--- src/rtl/css_pkg.sv ---
package css_pkg;
    localparam int CTRL_W  = 8;
    localparam int STEP_W  = 3;

    localparam logic [1:0] PRI_SECMUX = 2'd0;
    localparam logic [1:0] SEC_AUX    = 2'd2;

    typedef enum logic [1:0] {
        PATH_NN = 2'd0,
        PATH_NP = 2'd1,
        PATH_PN = 2'd2,
        PATH_PP = 2'd3
    } path_e;

    typedef enum logic [2:0] {
        OP_END      = 3'd0,
        OP_SEC_AUX  = 3'd1,
        OP_SEC_TGT  = 3'd2,
        OP_PRI_PARK = 3'd3,
        OP_PRI_TGT  = 3'd4,
        OP_PLL_OFF  = 3'd5,
        OP_PLL_ON   = 3'd6,
        OP_LOAD     = 3'd7
    } op_e;

    typedef enum logic [1:0] {
        ST_IDLE   = 2'd0,
        ST_EXEC   = 2'd1,
        ST_SETTLE = 2'd2,
        ST_WAIT   = 2'd3
    } st_e;

    typedef struct packed {
        logic [1:0] pri;
        logic [1:0] sec;
    } sel_t;

    function automatic logic pri_is_pll(input logic [1:0] pri);
        return pri != PRI_SECMUX;
    endfunction

    function automatic path_e pick_path(input logic from_pll, input logic to_pll);
        case ({from_pll, to_pll})
            2'b01:   return PATH_NP;
            2'b10:   return PATH_PN;
            2'b11:   return PATH_PP;
            default: return PATH_NN;
        endcase
    endfunction

    // Step list for each path; index walks from 0 up to the OP_END entry.
    function automatic op_e step_op(input path_e p, input logic [STEP_W-1:0] idx);
        op_e r;
        r = OP_END;
        case (p)
            PATH_NN: if (idx == 3'd0) r = OP_SEC_TGT;
            PATH_NP: case (idx)
                3'd0: r = OP_LOAD;
                3'd1: r = OP_PLL_ON;
                3'd2: r = OP_PRI_TGT;
                default: r = OP_END;
            endcase
            PATH_PN: case (idx)
                3'd0: r = OP_SEC_TGT;
                3'd1: r = OP_PRI_TGT;
                3'd2: r = OP_PLL_OFF;
                default: r = OP_END;
            endcase
            default: case (idx)
                3'd0: r = OP_SEC_AUX;
                3'd1: r = OP_PRI_PARK;
                3'd2: r = OP_PLL_OFF;
                3'd3: r = OP_LOAD;
                3'd4: r = OP_PLL_ON;
                3'd5: r = OP_PRI_TGT;
                default: r = OP_END;
            endcase
        endcase
        return r;
    endfunction
endpackage

--- src/rtl/css_sel_reg.sv ---
module css_sel_reg
    import css_pkg::*;
(
    input  logic              clk,
    input  logic              rst,
    input  logic              wr_pri,
    input  logic [1:0]        pri_val,
    input  logic              wr_sec,
    input  logic [1:0]        sec_val,
    output logic [CTRL_W-1:0] ctrl_word
);
    localparam logic [1:0] DIV_RATIO = 2'd0;

    sel_t sel_q;

    always_ff @(posedge clk) begin
        if (rst) begin
            sel_q.pri <= PRI_SECMUX;
            sel_q.sec <= SEC_AUX;
        end else begin
            if (wr_pri) sel_q.pri <= pri_val;
            if (wr_sec) sel_q.sec <= sec_val;
        end
    end

    assign ctrl_word = {DIV_RATIO, 2'b00, sel_q.sec, sel_q.pri};
endmodule

--- src/rtl/css_settle_timer.sv ---
module css_settle_timer #(
    parameter int SETTLE_CYC = 100
) (
    input  logic clk,
    input  logic rst,
    input  logic load,
    output logic expired
);
    localparam int CNT_W = (SETTLE_CYC > 1) ? $clog2(SETTLE_CYC) : 1;
    localparam logic [CNT_W-1:0] LOAD_VAL = CNT_W'(SETTLE_CYC - 1);

    logic [CNT_W-1:0] cnt_q;
    logic             run_q;

    always_ff @(posedge clk) begin
        if (rst) begin
            cnt_q <= '0;
            run_q <= 1'b0;
        end else if (load) begin
            cnt_q <= LOAD_VAL;
            run_q <= 1'b1;
        end else if (run_q) begin
            if (cnt_q == '0) run_q <= 1'b0;
            else             cnt_q <= cnt_q - 1'b1;
        end
    end

    assign expired = run_q && (cnt_q == '0);
endmodule

--- src/rtl/css_pll_port.sv ---
module css_pll_port #(
    parameter int MULT_W = 8
) (
    input  logic              clk,
    input  logic              rst,
    input  logic              load_mult,
    input  logic [MULT_W-1:0] mult_in,
    input  logic              cmd_go,
    input  logic              cmd_en,
    input  logic              vreg_up,
    input  logic              vreg_down,
    input  logic              pll_done,
    output logic              ack,
    output logic              pll_start,
    output logic              pll_en,
    output logic              pll_vreg,
    output logic [MULT_W-1:0] pll_mult
);
    always_ff @(posedge clk) begin
        if (rst) begin
            pll_start <= 1'b0;
            pll_en    <= 1'b0;
            pll_vreg  <= 1'b0;
            pll_mult  <= '0;
        end else begin
            pll_start <= cmd_go;
            if (cmd_go) pll_en <= cmd_en;
            if (cmd_go && cmd_en && vreg_up)     pll_vreg <= 1'b1;
            if (cmd_go && !cmd_en && vreg_down)  pll_vreg <= 1'b0;
            if (load_mult) pll_mult <= mult_in;
        end
    end

    assign ack = pll_done;
endmodule

--- src/rtl/css_switch_seq.sv ---
module css_switch_seq
    import css_pkg::*;
#(
    parameter int MULT_W     = 8,
    parameter int SETTLE_CYC = 100
) (
    input  logic              clk,
    input  logic              rst,
    input  logic              req_valid,
    output logic              req_ready,
    input  logic [1:0]        req_pri,
    input  logic [1:0]        req_sec,
    input  logic [MULT_W-1:0] req_mult,
    output logic              done,
    output logic              cur_is_pll,
    output logic [CTRL_W-1:0] ctrl_word,
    output logic              pll_start,
    output logic              pll_en,
    output logic              pll_vreg,
    output logic [MULT_W-1:0] pll_mult,
    input  logic              pll_done
);
    st_e               state_q, state_d;
    logic [STEP_W-1:0] step_q, step_d;
    path_e             path_q;
    sel_t              tgt_q;
    logic [MULT_W-1:0] mult_q;
    logic              tgt_pll_q, cur_pll_q, done_q;
    op_e               op;

    logic       wr_pri, wr_sec, t_load, t_expired;
    logic [1:0] pri_val, sec_val;
    logic       load_mult, cmd_go, cmd_en, vreg_up, vreg_down, ack;
    logic       accept;

    assign req_ready  = (state_q == ST_IDLE);
    assign accept     = req_valid && req_ready;
    assign op         = step_op(path_q, step_q);
    assign done       = done_q;
    assign cur_is_pll = cur_pll_q;

    always_comb begin
        state_d   = state_q;
        step_d    = step_q;
        wr_pri    = 1'b0;
        wr_sec    = 1'b0;
        pri_val   = tgt_q.pri;
        sec_val   = tgt_q.sec;
        t_load    = 1'b0;
        load_mult = 1'b0;
        cmd_go    = 1'b0;
        cmd_en    = 1'b0;
        vreg_up   = 1'b0;
        vreg_down = 1'b0;
        case (state_q)
            ST_IDLE: if (accept) begin
                state_d = ST_EXEC;
                step_d  = '0;
            end
            ST_EXEC: case (op)
                OP_SEC_AUX, OP_SEC_TGT: begin
                    wr_sec  = 1'b1;
                    sec_val = (op == OP_SEC_AUX) ? SEC_AUX : tgt_q.sec;
                    t_load  = 1'b1;
                    state_d = ST_SETTLE;
                end
                OP_PRI_PARK, OP_PRI_TGT: begin
                    wr_pri  = 1'b1;
                    pri_val = (op == OP_PRI_PARK) ? PRI_SECMUX : tgt_q.pri;
                    t_load  = 1'b1;
                    state_d = ST_SETTLE;
                end
                OP_LOAD: begin
                    load_mult = 1'b1;
                    step_d    = step_q + 1'b1;
                end
                OP_PLL_OFF, OP_PLL_ON: begin
                    cmd_go    = 1'b1;
                    cmd_en    = (op == OP_PLL_ON);
                    vreg_up   = (path_q == PATH_NP);
                    vreg_down = (path_q == PATH_PN);
                    state_d   = ST_WAIT;
                end
                default: state_d = ST_IDLE;
            endcase
            ST_SETTLE: if (t_expired) begin
                state_d = ST_EXEC;
                step_d  = step_q + 1'b1;
            end
            default: if (ack) begin
                state_d = ST_EXEC;
                step_d  = step_q + 1'b1;
            end
        endcase
    end

    always_ff @(posedge clk) begin
        if (rst) begin
            state_q   <= ST_IDLE;
            step_q    <= '0;
            path_q    <= PATH_NN;
            tgt_q     <= '0;
            mult_q    <= '0;
            tgt_pll_q <= 1'b0;
            cur_pll_q <= 1'b0;
            done_q    <= 1'b0;
        end else begin
            state_q <= state_d;
            step_q  <= step_d;
            done_q  <= 1'b0;
            if (accept) begin
                tgt_q.pri <= req_pri;
                tgt_q.sec <= req_sec;
                mult_q    <= req_mult;
                tgt_pll_q <= pri_is_pll(req_pri);
                path_q    <= pick_path(cur_pll_q, pri_is_pll(req_pri));
            end
            if (state_q == ST_EXEC && op == OP_END) begin
                done_q    <= 1'b1;
                cur_pll_q <= tgt_pll_q;
            end
        end
    end

    css_sel_reg u_sel (
        .clk(clk), .rst(rst),
        .wr_pri(wr_pri), .pri_val(pri_val),
        .wr_sec(wr_sec), .sec_val(sec_val),
        .ctrl_word(ctrl_word)
    );

    css_settle_timer #(.SETTLE_CYC(SETTLE_CYC)) u_tmr (
        .clk(clk), .rst(rst), .load(t_load), .expired(t_expired)
    );

    css_pll_port #(.MULT_W(MULT_W)) u_pll (
        .clk(clk), .rst(rst),
        .load_mult(load_mult), .mult_in(mult_q),
        .cmd_go(cmd_go), .cmd_en(cmd_en),
        .vreg_up(vreg_up), .vreg_down(vreg_down),
        .pll_done(pll_done), .ack(ack),
        .pll_start(pll_start), .pll_en(pll_en),
        .pll_vreg(pll_vreg), .pll_mult(pll_mult)
    );
endmodule

--- config.mk ---
export PLATFORM = sky130hd
export DESIGN_NAME = css_switch_seq
export DESIGN_NICKNAME = d
export VERILOG_FILES = /design/src/rtl/css_pkg.sv /design/src/rtl/css_sel_reg.sv /design/src/rtl/css_settle_timer.sv /design/src/rtl/css_pll_port.sv /design/src/rtl/css_switch_seq.sv
export SDC_FILE = /design/constraint.sdc
export NUM_CORES = 1
export LEC_CHECK = 0
export BUFFER_PORTS_ARGS = -buffer_cell sky130_fd_sc_hd__clkbuf_2
export CAP_MARGIN = 20
export CELL_PAD_IN_SITES_DETAIL_PLACEMENT = 2
export CELL_PAD_IN_SITES_GLOBAL_PLACEMENT = 2
export CORE_MARGIN = 2
export CORE_UTILIZATION = 33
export CTS_CLUSTER_SIZE = 14
export DETAILED_ROUTE_END_ITERATION = 12
export PLACE_DENSITY_LB_ADDON = 0.1
export RECOVER_POWER = 25
export REMOVE_ABC_BUFFERS = 1
export SLEW_MARGIN = 20
export SYNTH_ARGS = -nofsm -noshare
export SYNTH_HDL_FRONTEND = slang
export SYNTH_HIERARCHICAL = 1
export SYNTH_SLANG_ARGS = --single-unit
--- constraint.sdc ---
create_clock -name clk -period 3.1 [get_ports clk]
set_clock_uncertainty 0.1 [all_clocks]
set_input_delay 0.31 -clock clk [delete_from_list [all_inputs] [get_ports clk]]
set_output_delay 0.31 -clock clk [all_outputs]
set_load 0.03 [all_outputs]
Word-level counts from Yosys, hierarchy flattened:

Index checks and enable logic that the tools add are counted.

* add/subtract/negate cells: 2
* multiply operators: 0
* divide/modulo/power cells: 0
* magnitude comparators: 0
* eq/ne operators: 24
* shifts and indexed selects: 0
* mux-type cells: 45
* bitwise logic cells: 1
* reduce and logical (&&, ||, !) cells: 26

Operators with widths (number)
* $pmux W3 S3: 4
* $mux W7: 3
* $mux W1: 20
* $mux W2: 10
* $eq A3 B3 Y1 const B: 6
* $pmux W2 S3: 3
* $pmux W3 S6: 1
* $eq A3 B2 Y1 const B: 4
* $mux W3: 4
* $reduce_or A2 Y1: 5
* $eq A2 B2 Y1 const B: 4
* $reduce_and A4 Y1: 2
* $logic_and A1 B1 Y1: 7
* $logic_not A7 Y1: 1
* $sub A7 B1 Y7 const B: 1
* $eq A2 B1 Y1 const B: 3
* $eq A3 B1 Y1 const B: 2
* $logic_not A3 Y1: 2
* $ne A2 B2 Y1 const B: 3
* $logic_not A2 Y1: 2
* $ne A2 B1 Y1 const B: 2
* $reduce_and A2 Y1: 2
* $reduce_bool A2 Y1: 2
* $reduce_bool A4 Y1: 1
* 4 further kinds: 4

* flip-flop bits (word level): 45
* latch bits: 0
* bits in writable memories: 0
* ROM bits: 0
* bits of input ports: 16
* output and inout bits: 22
* logic and storage cells: 116
* memories kept: 0

Longest topological paths before layout:

* depth after elaboration: 11
* mapped depth: 11
* depth with buffers taken out: 11

Cells and area by module:

The synthesis kept the hierarchy.

By module, submodules not included
* css_switch_seq: instances 1, cells an instance 157, area each 1268.7 um^2, sequential area each 440.4 um^2
* css_pll_port: instances 1, cells an instance 37, area each 401.6 um^2, sequential area each 220.2 um^2
* css_settle_timer: instances 1, cells an instance 45, area each 394.1 um^2, sequential area each 160.2 um^2
* css_sel_reg: instances 1, cells an instance 17, area each 170.2 um^2, sequential area each 80.1 um^2

Worst setup path before layout:

Ideal clock, no wire load.

* path type: reg2reg
* from: register step_q[1]
* to: register u_tmr.cnt_q[5]
* library setup time: 0.078 ns
* arrival: 2.550 ns
* required time: 2.922 ns
* path slack: 0.373 ns
* stages on the path, launching flop included: 11
* path buffers: 0
* clock period less this slack: 2.727 ns
* cells stage by stage: dfxtp_1 -> inv_1 -> ha_1 -> or3_1 -> o2111ai_2 -> a31oi_4 -> or3_2 -> a21oi_1 -> inv_1 -> and4_1 -> nor3_1

* longest elaborated chain between the ends: 9
* elaborated cells between the ends (all ways): 22
* classes of those cells: 10 x eq/ne; 8 x mux; 4 x reduce/logical

RTL lines
* start: declaration: line css_switch_seq.sv:24 `logic [STEP_W-1:0] step_q, step_d;`
* start signal: assignment: line css_switch_seq.sv:109 `step_q <= step_d;`
* $eq A3 B3 Y1, or another cell as far along: line css_pkg.sv:69 `default: case (idx)`
* $pmux W3 S6, or another cell as far along: line css_pkg.sv:69
* $pmux W3 S3 (*): line css_pkg.sv:55 `case (p)`
* $eq A3 B1 Y1, or another cell as far along: line css_switch_seq.sv:60 `ST_EXEC: case (op)`
* $reduce_or A4 Y1 (no line) (*)
* $mux W1 (*): line css_switch_seq.sv:60
* $mux W1 (*): line css_switch_seq.sv:55 `case (state_q)`
* named net t_load: line css_switch_seq.sv:31 `logic wr_pri, wr_sec, t_load, t_expired;`
* $ne A2 B2 Y1 (no line) or $reduce_bool A2 Y1 (tied branches)
* $reduce_and A2 Y1 (no line)
* end signal: assignment: line css_settle_timer.sv:24 `else cnt_q <= cnt_q - 1'b1;`
* end: declaration: line css_settle_timer.sv:12 `logic [CNT_W-1:0] cnt_q;`

The timed path passes the listed nets; every way through them passes the cells marked *.
A chain may end at the register's enable or synchronous reset.

Final worst setup path:

Ends and elaborated chain as after synthesis.

==> results.md <==
- Die height: 86.3 um
- Site Rows: 29
- Synth Instances: 256
- Relative slew margins: 0.353
- Top FF cell, synth: dfxtp_1
- Most used cell, CP: inv_1
- Post-CTS Hold Buffers: 0
- Final setup vio count: 0
- Initial antenna violation count: 0
- Core area: 6460 um2
- Vias per cell: 5.13
- Dpl cell area: 2460 um2
- Peak supply drop: 0.275 mV
- Root buffer cell: clkbuf_8
- H-tree Lvls: 2
- Final ANT Viol Nets: 0
- Commonest cells in the netlist: dfxtp_1, nand2_1, a21oi_1, nor2_1
- Worst setup SP type: register
- DRC Markers: 0
- Crit path max fanout: 6
- RSZ-0062 raised after global routing: false
- Hold Path Origin: req_mult[7]
- Critical path buffers and inverters: 2
- RePlAce Congestion: 0.752
- LEAKAGE: 0.967 nW
- Post-CTS Repair Setup Buffers: 0
- Crit-path cells: inv_1 > ha_1 > or3_1 > o2111ai_2 > a31oi_4 > or3_2 > a21oi_1 > inv_1 > and4_1 > nor3_1
- Yosys top cell by area: dfxtp_1
- Layout cell share with drive strength beyond 1: 0.148
- Crit path DAT: 2900 ps
- Max incr delay on CP: 450 ps
- Count leader, synth: dfxtp_1
- Family with the most delay on the worst path: simple AND/OR/NAND/NOR gates
- Number of synthesized flops with an enable pin: 0
- HPWL Detailed: 4190 um
- Vias in the first global route: 1948
- Tightest Hold Check Type: primary input to register
- Hold Path End: mult_q[7]
- DR vias: 1888
- Nets: 320
- R2R cell count: 10
- Crit end category: register
- CP max-delay cell: or3_2
- Tightest Pin Transition: 970 ps
- Synthesized cell area: 2230 um2
- Clock period minus worst slack: 2770 ps
- Bufs on Longest Clock Path: 2
- Placed cell count: 360
- Worst Path Required: 3230 ps
- R2R Setup Slk: 330 ps
- Syn_area_per_cell: 8.73 um2
- Reg-to-Reg Start: step_q[1]
- Inserted Diodes: 0
- Final hold vios: 0
- Fmax: 361 MHz
- Drt wl/cell: 15.5 um
- Clk pin slew, worst setup/hold paths: 90 ps
- GRT Resource Usage Total: 0.163
- Register bit total from synthesis: 45
- FFs w/ async S/R, synth: 0
- Total CTS buffers: 5
- Netlist cell types: 52
- Period utilisation layout: 0.893
- Post_cts resized: 0
- Status: finished, final reports clean
- P&R area growth vs syn: 13.4%
- Skew-Pair Late Insertion Delay: 300 ps
- Max Slew Vio Count: 0
- Worst hold slack: 114 ps
- Post-route cell area: 2530 um2
- CTS tree: built
- # IOs: 38
- Max Cap Viol: 0
- Total Die Area: 7450 um2
- Grt ovf: 0
- First-pass GRT wire length: 9690 um
- Post-Route WL: 5700 um
- First DRT Iteration DRCs: 36
- Share of the synthesized area in the top cell type: 0.403
- Largest net degree at the start of global routing: 46
- Synth Warn #: 6
- Fin cells: 368
- Die X: 86.3 um
- Port Buf Inserts: 33
- Multi-input logic area: 1200 um2
- TritonCTS Sinks: 45
- PwrDens: 792 nW/um2
- Initial core utilization: 0.346
- FF-to-FF End: u_tmr/cnt_q[5]
- Fill count: 765
- Register area: 901 um2
- Setup TNS: 0 ps
- Drt pass-1 iters: 4
- Synth area leaders: dfxtp_1, ha_1, nand2_1, mux2i_1, a21oi_1
- Hold Crit Depth: 3
- WS Path Type: register to register
- Post-synthesis sequential area ratio: 0.403
sequential cells by signal (all words and copies together) (netlist names):
name / cells
u_tmr/cnt_q: 7
u_pll/pll_start: 1
done: 1
mult_q: 8
u_pll/pll_en: 1
step_q: 3
tgt_pll_q: 1
u_pll/pll_mult: 8
cur_is_pll: 1
path_q: 2
u_sel/ctrl_word: 4
state_q: 2
u_pll/pll_vreg: 1
tgt_q: 4
u_tmr/run_q: 1
placed cells by master, fill, tap and decap left out, types with 3 or more instances in the layout:
master     n
or2_2      3
nand2_1   36
buf_4      6
o211ai_1   3
nor4_1     3
o21ai_0    5
nor2_1    23
clkbuf_2  18
a211oi_1   5
ha_1      14
mux2i_1   12
inv_1     14
a21oi_1   23
clkbuf_8   5
clkbuf_1  15
or3_1      3
dfxtp_1   45
conb_1     4
nor3_1     9
cell type report:
type / count / area share
clock buffers: 5 / 0.0271
clock inverters: 3 / 0.00839
inverters: 14 / 0.0207
multi-input cells: 185 / 0.475
flip-flops and latches: 45 / 0.355
well taps: 77 / 0.0380
repair buffers: 39 / 0.0755
metrics by stage:
step	util	power, mW	setup slack, ps
after floorplan	-	1.37	370
after global placement	0.381	1.63	444
after detailed placement	0.381	1.66	297
after CTS	0.395	2.05	291
after global routing	0.392	2.18	91.1
final	0.392	2.01	331
worst max path at each step:
stage,end,startpoint,depth (start not counted),slack [ps]
floorplan,u_tmr/cnt_q[5],step_q[1],10,370
global placement,u_tmr/cnt_q[5],step_q[1],10,440
detailed placement,u_tmr/cnt_q[5],step_q[1],10,300
CTS,u_tmr/cnt_q[5],step_q[1],10,290
global route,u_pll/pll_vreg,step_q[1],11,90
finish,u_tmr/cnt_q[5],step_q[1],10,330
cell families (layout without fill, tap and decap cells):
kind of cell | after synthesis | count (layout) | synth area share
buffers and inverters | 29 | 61 | 0.0633
AO/OA/AOI/OAI | 54 | 54 | 0.171
other | 1 | 4 | 0.00168
AND/OR/NAND/NOR | 97 | 97 | 0.213
XOR/XNOR | 4 | 4 | 0.0157
flip-flops | 45 | 45 | 0.403
multiplexers | 12 | 12 | 0.0538
adder cells (fa/ha/maj) | 14 | 14 | 0.0784
metal layers:
| metal | up-vias | GRT usage | wire length [um] |
|---|---|---|---|
| li1 | 938 | - | - |
| met1 | 920 | 0.208 | 2730 |
| met2 | 26 | 0.281 | 2760 |
| met3 | 4 | 0.0324 | 157 |
| met4 | 0 | 0.0483 | 56 |
| met5 | - | 0 | 0 |
report_power, final:
group | switching (mW) | internal, mW
sequential | 0.0849 | 0.679
clock | 0.221 | 0.160
combinational | 0.537 | 0.326
total | 0.843 | 1.17
worst min-delay path, cell delays in order:
cell and delay, ps:
clkbuf_2 80, nand2_1 50, a21oi_1 50
Note: power is estimated with default switching activity, not from simulation.
